`config.mk`:
```
export PLATFORM = sky130hd
export DESIGN_NAME = result_store
export DESIGN_NICKNAME = d
export VERILOG_FILES = /design/src/rtl/result_store.sv
export SDC_FILE = /design/constraint.sdc
export NUM_CORES = 1
export LEC_CHECK = 0
export BUFFER_PORTS_ARGS = -buffer_cell sky130_fd_sc_hd__buf_2
export CAP_MARGIN = 40
export CORE_ASPECT_RATIO = 0.5
export CORE_MARGIN = 10
export CORE_UTILIZATION = 55
export CTS_CLUSTER_DIAMETER = 80
export DETAILED_ROUTE_END_ITERATION = 8
export GPL_TIMING_DRIVEN = 0
export PLACE_DENSITY = 0.86
export SYNTH_ARGS = -nofsm -noshare
export SYNTH_HDL_FRONTEND = slang
export SYNTH_SLANG_ARGS = --single-unit
```
`constraint.sdc`:
```
create_clock -name clk -period 2.4 [get_ports clk]
set_clock_uncertainty 0.2 [all_clocks]
set_input_delay 0.24 -clock clk [delete_from_list [all_inputs] [get_ports clk]]
set_output_delay 0.24 -clock clk [all_outputs]
set_load 0.01 [all_outputs]
```
`src/rtl/result_store.sv`:
```
module result_store #(
  parameter int DATA_W = 32,
  parameter int DEPTH  = 16
) (
  input  logic                         clk,
  input  logic                         rst_n,
  input  logic                         grant,
  input  logic                         run_start,
  input  logic                         wr_req,
  input  logic [$clog2(DEPTH)-1:0]     wr_addr,
  input  logic [DATA_W-1:0]            wr_data,
  input  logic [DATA_W/8-1:0]          wr_mask,
  output logic                         wr_ack,
  output logic [$clog2(DEPTH*(DATA_W/8)+1)-1:0] out_len,
  input  logic                         hst_req,
  input  logic [$clog2(DEPTH)-1:0]     hst_base,
  input  logic [$clog2(DEPTH):0]       hst_words,
  output logic                         hst_busy,
  output logic                         rd_valid,
  output logic [DATA_W-1:0]            rd_data
);
  localparam int BYTES = DATA_W / 8;
  localparam int AW    = $clog2(DEPTH);
  localparam int LEN_W = $clog2(DEPTH * BYTES + 1);

  logic [DATA_W-1:0] mem [DEPTH];
  logic [LEN_W-1:0]  top_lane, end_pos, len_base, len_next;
  logic [AW-1:0]     ptr;
  logic [AW:0]       remain;
  logic              active;

  wire take = grant && wr_req && !wr_ack;

  always_comb begin
    top_lane = '0;
    for (int i = 0; i < BYTES; i++)
      if (wr_mask[i]) top_lane = LEN_W'(i + 1);
  end

  assign end_pos  = LEN_W'(wr_addr) * LEN_W'(BYTES) + top_lane;
  assign len_base = run_start ? '0 : out_len;
  assign len_next = (take && |wr_mask && end_pos > len_base) ? end_pos : len_base;

  always_ff @(posedge clk) begin
    for (int b = 0; b < BYTES; b++)
      if (take && wr_mask[b]) mem[wr_addr][8*b +: 8] <= wr_data[8*b +: 8];
  end

  always_ff @(posedge clk) begin
    if (!rst_n) begin
      wr_ack  <= 1'b0;
      out_len <= '0;
    end else begin
      wr_ack  <= take;
      out_len <= len_next;
    end
  end

  always_ff @(posedge clk) begin
    if (!rst_n) begin
      hst_busy <= 1'b0;
      rd_valid <= 1'b0;
      rd_data  <= '0;
      active   <= 1'b0;
      ptr      <= '0;
      remain   <= '0;
    end else begin
      hst_busy <= hst_req && grant;
      rd_valid <= 1'b0;
      if (grant) begin
        active <= 1'b0;
      end else if (active) begin
        rd_data  <= mem[ptr];
        rd_valid <= 1'b1;
        ptr      <= ptr + 1'b1;
        remain   <= remain - 1'b1;
        if (remain == 1) active <= 1'b0;
      end else if (hst_req && hst_words != 0) begin
        active <= 1'b1;
        ptr    <= hst_base;
        remain <= hst_words;
      end
    end
  end
endmodule

```
* Word-level counts from Yosys, hierarchy flattened
Memory sizes are Yosys's and may differ from the RTL's. A register that Yosys moved wholly into a read port is not among the register bits.
Index checks and enable logic that the tools add are counted.
** Word-level totals
- Register bits after elaboration :: 20
- Logic and storage cells :: 55
- Input bits :: 55
- Bits in writable memories :: 512
- Memories :: 1
** Cells by class
- Bitwise operators :: 2
- $lt $le $gt $ge :: 1
- Multiplexer cells :: 22
- Reductions and logical operators :: 18
- Add/sub/neg operators :: 3
- Eq/ne operators :: 1
** Memories
- mem :: words 16, bits a word 32, read ports 1, clocked after memory_dff 1, wr ports 1, line 26 : logic [DATA_W-1:0] mem [DEPTH];
** Operators by type and width (number)
- $mux 7 :: 5
- $mux 1 :: 13
- $logic_and 1x1->1 :: 10
- $mux 5 :: 2
- $mux 4 :: 2
- $add 6x7->7 :: 1
- $gt 7x7->1 :: 1
- $eq 5x1->1 const B :: 1
- $reduce_bool 5->1 :: 1
- $sub 5x1->5 const B :: 1
- $add 4x1->4 const B :: 1
- $reduce_and 2->1 :: 2
- $reduce_or 4->1 :: 1
- $logic_not 1->1 :: 2
- $not 1->1 :: 2
- $reduce_bool 2->1 :: 1
- $reduce_or 2->1 :: 1

* Logic depth before layout (Yosys ltp)
Gate-level depths: netlist of the first run.
- Depth in word-level cells :: 8
- Mapped depth :: 8
- Gate-level depth less buffers :: 8

* Worst setup path before layout of the first run
Ideal clock, no wire load.
- Path type :: input port to flip-flop
- From :: in wr_addr[0]
- To :: reg out_len[0]
- Setup slack :: 0.170 ns
- Arrival :: 1.959 ns
- Data required time :: 2.128 ns
- Setup time :: 0.072 ns
- Stages on the path :: 8
- Cell sequence :: ha_1 > ha_1 > and3_1 > ha_1 > nand3_1 > a211o_1 > a31oi_4 > mux2i_1
** On the way
- Longest elaborated chain between the ends :: 4
** Ends and longest elaborated chain
- start, declared :: line 10 : input logic [$clog2(DEPTH)-1:0] wr_addr,
- $add 6x7->7 :: line 40 : assign end_pos = LEN_W'(wr_addr) * LEN_W'(BYTES) + top_lane;
- $gt 7x7->1 :: line 42 : assign len_next = (take && |wr_mask && end_pos > len_base) ? end_pos : len_base;
- $logic_and 1x1->1 :: line 42
- $mux 7 :: line 42
- end signal, assigned :: line 55 : out_len <= len_next;
- end, declared :: line 14 : output logic [$clog2(DEPTH*(DATA_W/8)+1)-1:0] out_len,
No other way between the ends.
A chain may end at the register's enable or synchronous reset.

* Final worst setup path of the first run
- From :: reg wr_ack
- To :: mem mem[9][23] (enable)
** On the way
- Longest elaborated chain between the ends :: 5
** Ends and longest elaborated chain
- start, declared :: line 13 : output logic wr_ack,
- start signal, assigned :: line 54 : wr_ack <= take;
- $logic_not 1->1 :: line 32 : wire take = grant && wr_req && !wr_ack;
- $logic_and 1x1->1 :: line 32
- $logic_and 1x1->1 :: line 46 : if (take && wr_mask[b]) mem[wr_addr][8*b +: 8] <= wr_data[8*b +: 8];
- $mux 1 :: line 46
- $mux 1 (implied by the code) :: line 46
- end, declared :: line 26
No other way between the ends.

==> results of run 1 <==
metal layers:
layer | global-route usage (%) | up-vias | share of wire, %
met2 | 40.29 | 1464 | 49
met3 | 5.811 | 417 | 13
met5 | 0 | - | 0
met1 | 28.12 | 6533 | 31
met4 | 13.45 | 0 | 6.6
li1 | - | 4912 | -
cell type report:
type | instances | area, sq um
diodes | 2 | 5.005
plain buffers | 55 | 344.1
clock buffers | 69 | 1411
clock inverters | 18 | 143.9
fillers | 2162 | 13460
inverters | 9 | 33.78
multi-input cells | 470 | 5308
flip-flops and latches | 564 | 16420
well taps | 530 | 663.1
repair buffers | 170 | 1209
Yosys cell counts, types with 3 or more instances:
cell	instances
dfxtp_1	52
a22oi_1	32
nand2b_1	9
o211ai_1	33
nor3_1	5
inv_1	8
mux2i_1	40
nand3_1	10
clkbuf_1	30
nor2b_1	11
buf_2	14
ha_1	12
buf_4	5
or2_2	7
mux4_2	128
and3_1	3
nor2_1	75
buf_6	6
o21ai_0	6
nand4_1	3
nand3b_1	4
a21oi_1	11
nand2_1	57
edfxtp_1	512
flip-flops by register name (all words and copies together) (netlist names):
name,flops
active,1
ptr,4
rd_data,32
wr_ack,1
hst_busy,1
mem,512
remain,5
out_len,7
rd_valid,1
metrics by stage:
stage,power [W],hold WS (ns)
finish,0.02007,0.09262
global route,0.02041,0.09602
CTS,0.01972,0.01146
detailed placement,0.01210,0.2694
global placement,0.01202,0.2547
floorplan,0.01167,0.1389
worst reg2reg max path, stage by stage (launching register included):
cell	delay, ns
dfxtp_1	0.33
and3b_1	0.25
buf_2	0.20
nand2_1	0.27
clkbuf_2	0.44
nor2_2	0.57
cells by family after synthesis:
logic type | after synthesis | synth area share [%]
compound gates | 98 | 3.283
xor+xnor | 3 | 0.1208
fa+ha+maj | 12 | 0.6899
buf+inv | 65 | 1.495
flops | 564 | 75.43
mux | 169 | 15.14
simple gates | 188 | 3.841
worst max-delay path by stage:
stage | from | end | slack [ns] | cells past startpoint
CTS | wr_ack | mem[9][13] | -0.18 | 5
global route | wr_ack | mem[9][20] | -0.26 | 5
floorplan | wr_addr[0] | out_len[0] | 0.17 | 8
global placement | grant | rd_data[23] | -0.36 | 6
detailed placement | wr_addr[3] | mem[14][23] | -0.32 | 4
finish | wr_ack | mem[9][23] | -0.25 | 5
power by group:
part / internal (W) / total (W) / leakage (nW) / switching [W]
Combinational: 0.000525 / 0.00131 / 2.51 / 0.000787
Clock: 0.00431 / 0.00796 / 0.776 / 0.00364
Sequential: 0.0108 / 0.0108 / 5.03 / 0.0000483
Total: 0.0156 / 0.0201 / 8.32 / 0.00448
repair_timing:
| item | CTS | global route |
|---|---|---|
| hold endpoints to repair | 530 | 0 |
| endpoints found under the setup margin | 299 | 314 |
| resized for setup | 33 | 90 |
| pin swaps | 0 | 3 |
| buffers inserted | 0 | 4 |
| hold buffers | 51 | 0 |
==> flow_metrics.env, run 1 <==
export IMPL_syn2layout_area_growth_pct=17.33
export IMPL_end_kind="flip-flop"
export IMPL_dp_hpwl_um=33400
export IMPL_cts_made_buffers=47
export IMPL_crit_family="simple AND/OR/NAND/NOR gates"
export IMPL_gp_congestion=0.8884
export IMPL_drt_iter0_drc=2363
export IMPL_synth_top_area_cell="edfxtp_1"
export IMPL_dieArea_sq_um=48410
export IMPL_status="complete, but fails checks"
export IMPL_finalCriticalPeriod_ns=2.652
export IMPL_core_sq_um=38990
export IMPL_synth_seq_cells=564
export IMPL_synth_edf_count=512
export IMPL_pre_cts_slack_ns=-0.3156
export IMPL_grt_pass1_wl_um=85970
export IMPL_hold_start="grant"
export IMPL_ios=97
export IMPL_max_freq_mhz=377.0
export IMPL_synthTopCellsByArea="edfxtp_1, mux4_2, dfxtp_1, mux2i_1, nor2_1"
export IMPL_synthFlopType="edfxtp_1"
export IMPL_avgSynthCellArea_sq_um=19.80
export IMPL_reg2reg_depth=5
export IMPL_grt_antenna_before_repair=1
export IMPL_crit_chain="and3b_1 > buf_2 > nand2_1 > clkbuf_2 > nor2_2"
export IMPL_rsz0062_at_grt="true"
export IMPL_async_flop_share_pct=0
export IMPL_synth_distinct_cells=46
export IMPL_tns_ns=-9.797
export IMPL_hold_path_class="input pin to flip-flop"
export IMPL_cts_path_max_buffers=3
export IMPL_grt_ovfl_total=0
export IMPL_violations="negative setup slack"
export IMPL_max_cap_violations=0
export IMPL_grt_max_degree=17
export IMPL_clock_sinks=564
export IMPL_totalWireLength_um=62660
export IMPL_hold_path_end="remain[0]"
export IMPL_placedCellCount=1741
export IMPL_syn_inst=1099
export IMPL_fin_cells=1887
export IMPL_layout_nets=1384
export IMPL_worst_pin_slew_ns=0.9827
export IMPL_setup_viol=183
export IMPL_mostFrequentLayoutCells="edfxtp_1, mux4_2, buf_2"
export IMPL_yosysWarnings=0
export IMPL_syn_nets=1166
export IMPL_path_clk_slew_ns=0.08
export IMPL_final_hold_viol_count=0
export IMPL_reg2reg_from="wr_ack"
export IMPL_rows=51
export IMPL_design_area_sq_um=25530
export IMPL_arrival_ns=2.66
export IMPL_die_w_um=301.3
export IMPL_drive_gt1_share_pct=30.77
export IMPL_htree_levels=2
export IMPL_finalMaxSlewViolations=0
export IMPL_placedInstanceArea_sq_um=23040
export IMPL_start_util_pct=55.82
export IMPL_worstHoldPathCells=4
export IMPL_slowest_stage="nor2_2"
export IMPL_required_ns=2.40
export IMPL_drc=0
export IMPL_clkLatencyLatePin_ns=0.59
export IMPL_finalCritPeriodShare_pct=110.5
export IMPL_vias_per_cell=7.062
export IMPL_finalCoreUtilization_pct=65.49
export IMPL_maxSlewHeadroom_pct=34.24
export IMPL_avgRoutedWirePerCell_um=33.21
export IMPL_port_buffers=94
export IMPL_cts_root_buf="clkbuf_16"
export IMPL_drtPass1Iterations=7
export IMPL_synth_seq_area_share_pct=75.43
export IMPL_path_max_fanout=10
export IMPL_reg2reg_slack_ns=-0.25
export IMPL_reg2reg_to="mem[9][23]"
export IMPL_drtAntennaViolNets=0
export IMPL_synthDominantCellAreaShare_pct=70.65
export IMPL_num_vias=13326
export IMPL_final_common_cell="edfxtp_1"
export IMPL_netlist_area_sq_um=21760
export IMPL_ir_drop_mv=0.5463
export IMPL_die_h_um=160.7
export IMPL_cp_start_kind="flip-flop"
export IMPL_critPathKind="flip-flop to flip-flop"
export IMPL_cp_slowest_stage_delay_ns=0.57
export IMPL_worst_slack_ns=-0.2525
export IMPL_pwr_density_cell_nw_per_um2=786.2
export IMPL_path_buf_inv=2
export IMPL_p_leak_nw=8.316
export IMPL_grt_pass1_vias=13301
export IMPL_cts_tree="done"
export IMPL_grt_use_total_pct=23.96
No activity file was read; power rests on OpenSTA's default activity.
==> inputs of run 2 (changes only) <==
--- a/config.mk
+++ b/config.mk
@@ -10,6 +10,7 @@
 export CORE_ASPECT_RATIO = 0.5
 export CORE_MARGIN = 10
 export CORE_UTILIZATION = 55
+export CTS_BUF_LIST = sky130_fd_sc_hd__clkbuf_16
 export CTS_CLUSTER_DIAMETER = 80
 export DETAILED_ROUTE_END_ITERATION = 8
 export GPL_TIMING_DRIVEN = 0
==> run 2 against run 1 <==
  * The flow finishes with violations (negative hold slack, negative setup slack)
  * Highest routed layer unchanged
  * Maximum frequency is 2.9% higher
  * Routed wire length down 3.4%
  * Worst hold slack worse by 0.094 ns
  * Power fell by 2.5%
  * Critical path depth unchanged
  * Global-route usage down 0.38 points
  * Clock power decreased by 6.0%
  * Combinational power about the same
  * Die area is the same
  * Utilization decreased by 0.41 points
  * Sequential power hardly changed
==> flow_metrics.env, run 2 (same netlist as run 1, synthesis figures left out) <==
export IMPL_hold_path_end="wr_ack"
export IMPL_finalCriticalPeriod_ns=2.578
export IMPL_cp_startpoint="wr_ack"
export IMPL_max_cap_violations=0
export IMPL_p_clk_share_pct=38.2
export IMPL_maxSlewHeadroom_pct=32.83
export IMPL_p_int_w=0.01520
export IMPL_grt_antenna_before_repair=2
export IMPL_setup_viol=59
export IMPL_grt_use_total_pct=23.58
export IMPL_drtAntennaViolNets=0
export IMPL_drt_iter0_drc=2109
export IMPL_cts_path_max_buffers=3
export IMPL_dieArea_sq_um=48410
export IMPL_port_buffers=94
export IMPL_drive_gt1_share_pct=29.72
export IMPL_violations="negative hold slack, negative setup slack"
export IMPL_grt_ovfl_total=0
export IMPL_p_switching_w=0.004369
export IMPL_clock_sinks=564
export IMPL_reg2reg_from="wr_ack"
export IMPL_cp_start_kind="flip-flop"
export IMPL_drtPass1Iterations=5
export IMPL_comb_power_share_pct=6.5
export IMPL_htree_levels=2
export IMPL_cts_made_buffers=47
export IMPL_max_freq_mhz=387.8
export IMPL_layout_nets=1385
export IMPL_die_h_um=160.7
export IMPL_end_kind="flip-flop"
export IMPL_worst_slack_ns=-0.1785
export IMPL_multi_input_area_sq_um=5274
export IMPL_reg2reg_to="mem[12][22]"
export IMPL_grt_max_degree=17
export IMPL_swShare_pct=22.33
export IMPL_largest_register_ffs=512
export IMPL_largest_registers="mem x512, rd_data x32, out_len x7"
export IMPL_critPathKind="flip-flop to flip-flop"
export IMPL_die_w_um=301.3
export IMPL_path_max_fanout=10
export IMPL_fillers=2194
export IMPL_ir_drop_mv=0.4495
export IMPL_final_hold_viol_count=1
export IMPL_rsz0062_at_grt="true"
export IMPL_vias_per_cell=6.875
export IMPL_clkLatencyLatePin_ns=0.58
export IMPL_required_ns=2.40
export IMPL_grt_pass1_vias=13088
export IMPL_drc=0
export IMPL_path_clk_slew_ns=0.07
export IMPL_pre_cts_slack_ns=-0.3156
export IMPL_placedCellCount=1741
export IMPL_core_sq_um=38990
export IMPL_ios=97
export IMPL_start_util_pct=55.82
export IMPL_status="complete, but fails checks"
export IMPL_p_seq_share_pct=55.2
export IMPL_final_common_cell="edfxtp_1"
export IMPL_top_register="mem"
export IMPL_pwr_density_cell_nw_per_um2=771.1
export IMPL_cts_root_buf="clkbuf_16"
export IMPL_num_vias=13014
export IMPL_reg2reg_slack_ns=-0.18
export IMPL_fin_cells=1893
export IMPL_totalWireLength_um=60510
export IMPL_worstHoldPathCells=4
export IMPL_hold_slack_ns=-0.001264
export IMPL_mostFrequentLayoutCells="edfxtp_1, mux4_2, buf_2"
export IMPL_gp_congestion=0.8884
export IMPL_hold_path_class="input pin to flip-flop"
export IMPL_dp_hpwl_um=33400
export IMPL_arrival_ns=2.58
export IMPL_finalCritPeriodShare_pct=107.4
export IMPL_hold_start="wr_req"
export IMPL_avgRoutedWirePerCell_um=31.97
export IMPL_seq_area_sq_um=16420
export IMPL_syn2layout_area_growth_pct=16.60
export IMPL_rows=51
export IMPL_grt_pass1_wl_um=85080
export IMPL_p_leak_nw=8.297
export IMPL_cts_tree="done"
export IMPL_worst_pin_slew_ns=1.004
export IMPL_finalMaxSlewViolations=0
export IMPL_reg2reg_depth=5
run 2: cell types whose count changed in the layout (fill, tap and decap cells not counted), moves of 5 or more:
cell	delta
buf_4	+6
clkbuf_1	-8
clkbuf_8	-11
clkinv_1	+11
diode_2	+5
inv_1	+9
run 2: power groups by stage:
stage	clock network, W	logic, W	registers (W)
detailed placement	0	0.00108	0.0110
floorplan	0	0.000650	0.0110
CTS	0.00733	0.00117	0.0108
global placement	0	0.00101	0.0110
finish	0.00748	0.00128	0.0108
global route	0.00780	0.00133	0.0108
run 2: layer usage:
| metal | up-vias | GRT usage, % | routed length (um) |
|---|---|---|---|
| met5 | - | 0 | 0 |
| met4 | 0 | 13.04 | 4311 |
| met3 | 370 | 5.408 | 7730 |
| met2 | 1298 | 39.37 | 29360 |
| met1 | 6413 | 28.22 | 19110 |
| li1 | 4933 | - | - |
run 2: through the flow:
stage | util (%) | TNS [ns] | power, W | cell area (sq um) | hold slack, ns
after floorplan | - | 0 | 0.01167 | 21760 | 0.1389
after global placement | 58.72 | -19.52 | 0.01202 | 22900 | 0.2547
after detailed placement | 59.10 | -48.58 | 0.01210 | 23040 | 0.2694
after CTS | 64.25 | -16.67 | 0.01930 | 25050 | 0.003401
after global routing | 65.05 | -7.876 | 0.01993 | 25360 | 0.01370
final | 65.08 | -5.151 | 0.01957 | 25370 | -0.001264
run 2: what timing repair did:
item	in CTS	in global routing
resized for setup	25	88
endpoints found under the setup margin	303	309
setup buffers	0	4
hold buffers	50	0
gates cloned	0	0
pin swaps	0	1
endpoints found under the hold margin	530	0
run 2: worst max-delay path by stage:
stage | end | slack, ns
global placement | rd_data[23] | -0.36
detailed placement | mem[14][23] | -0.32
floorplan | out_len[0] | 0.17
global route | mem[12][22] | -0.21
CTS | mem[11][2] | -0.19
finish | mem[12][22] | -0.18
run 2: cell type report:
class | instances | share of cell area (%)
Antenna cell | 7 | 0.06903
Tap cell | 530 | 2.613
Timing Repair Buffer | 171 | 4.670
Clock inverter | 38 | 0.8629
Buffer | 55 | 1.341
Clock buffer | 49 | 4.832
Multi-Input combinational cell | 470 | 20.78
Inverter | 9 | 0.1331
Sequential cell | 564 | 64.69
run 2: worst max-delay path: stages, from the launching register on:
cell and delay (ns):
dfxtp_1 0.32, and3b_1 0.20, buf_2 0.16, nand2_1 0.27
clkbuf_2 0.45, nor2_2 0.59
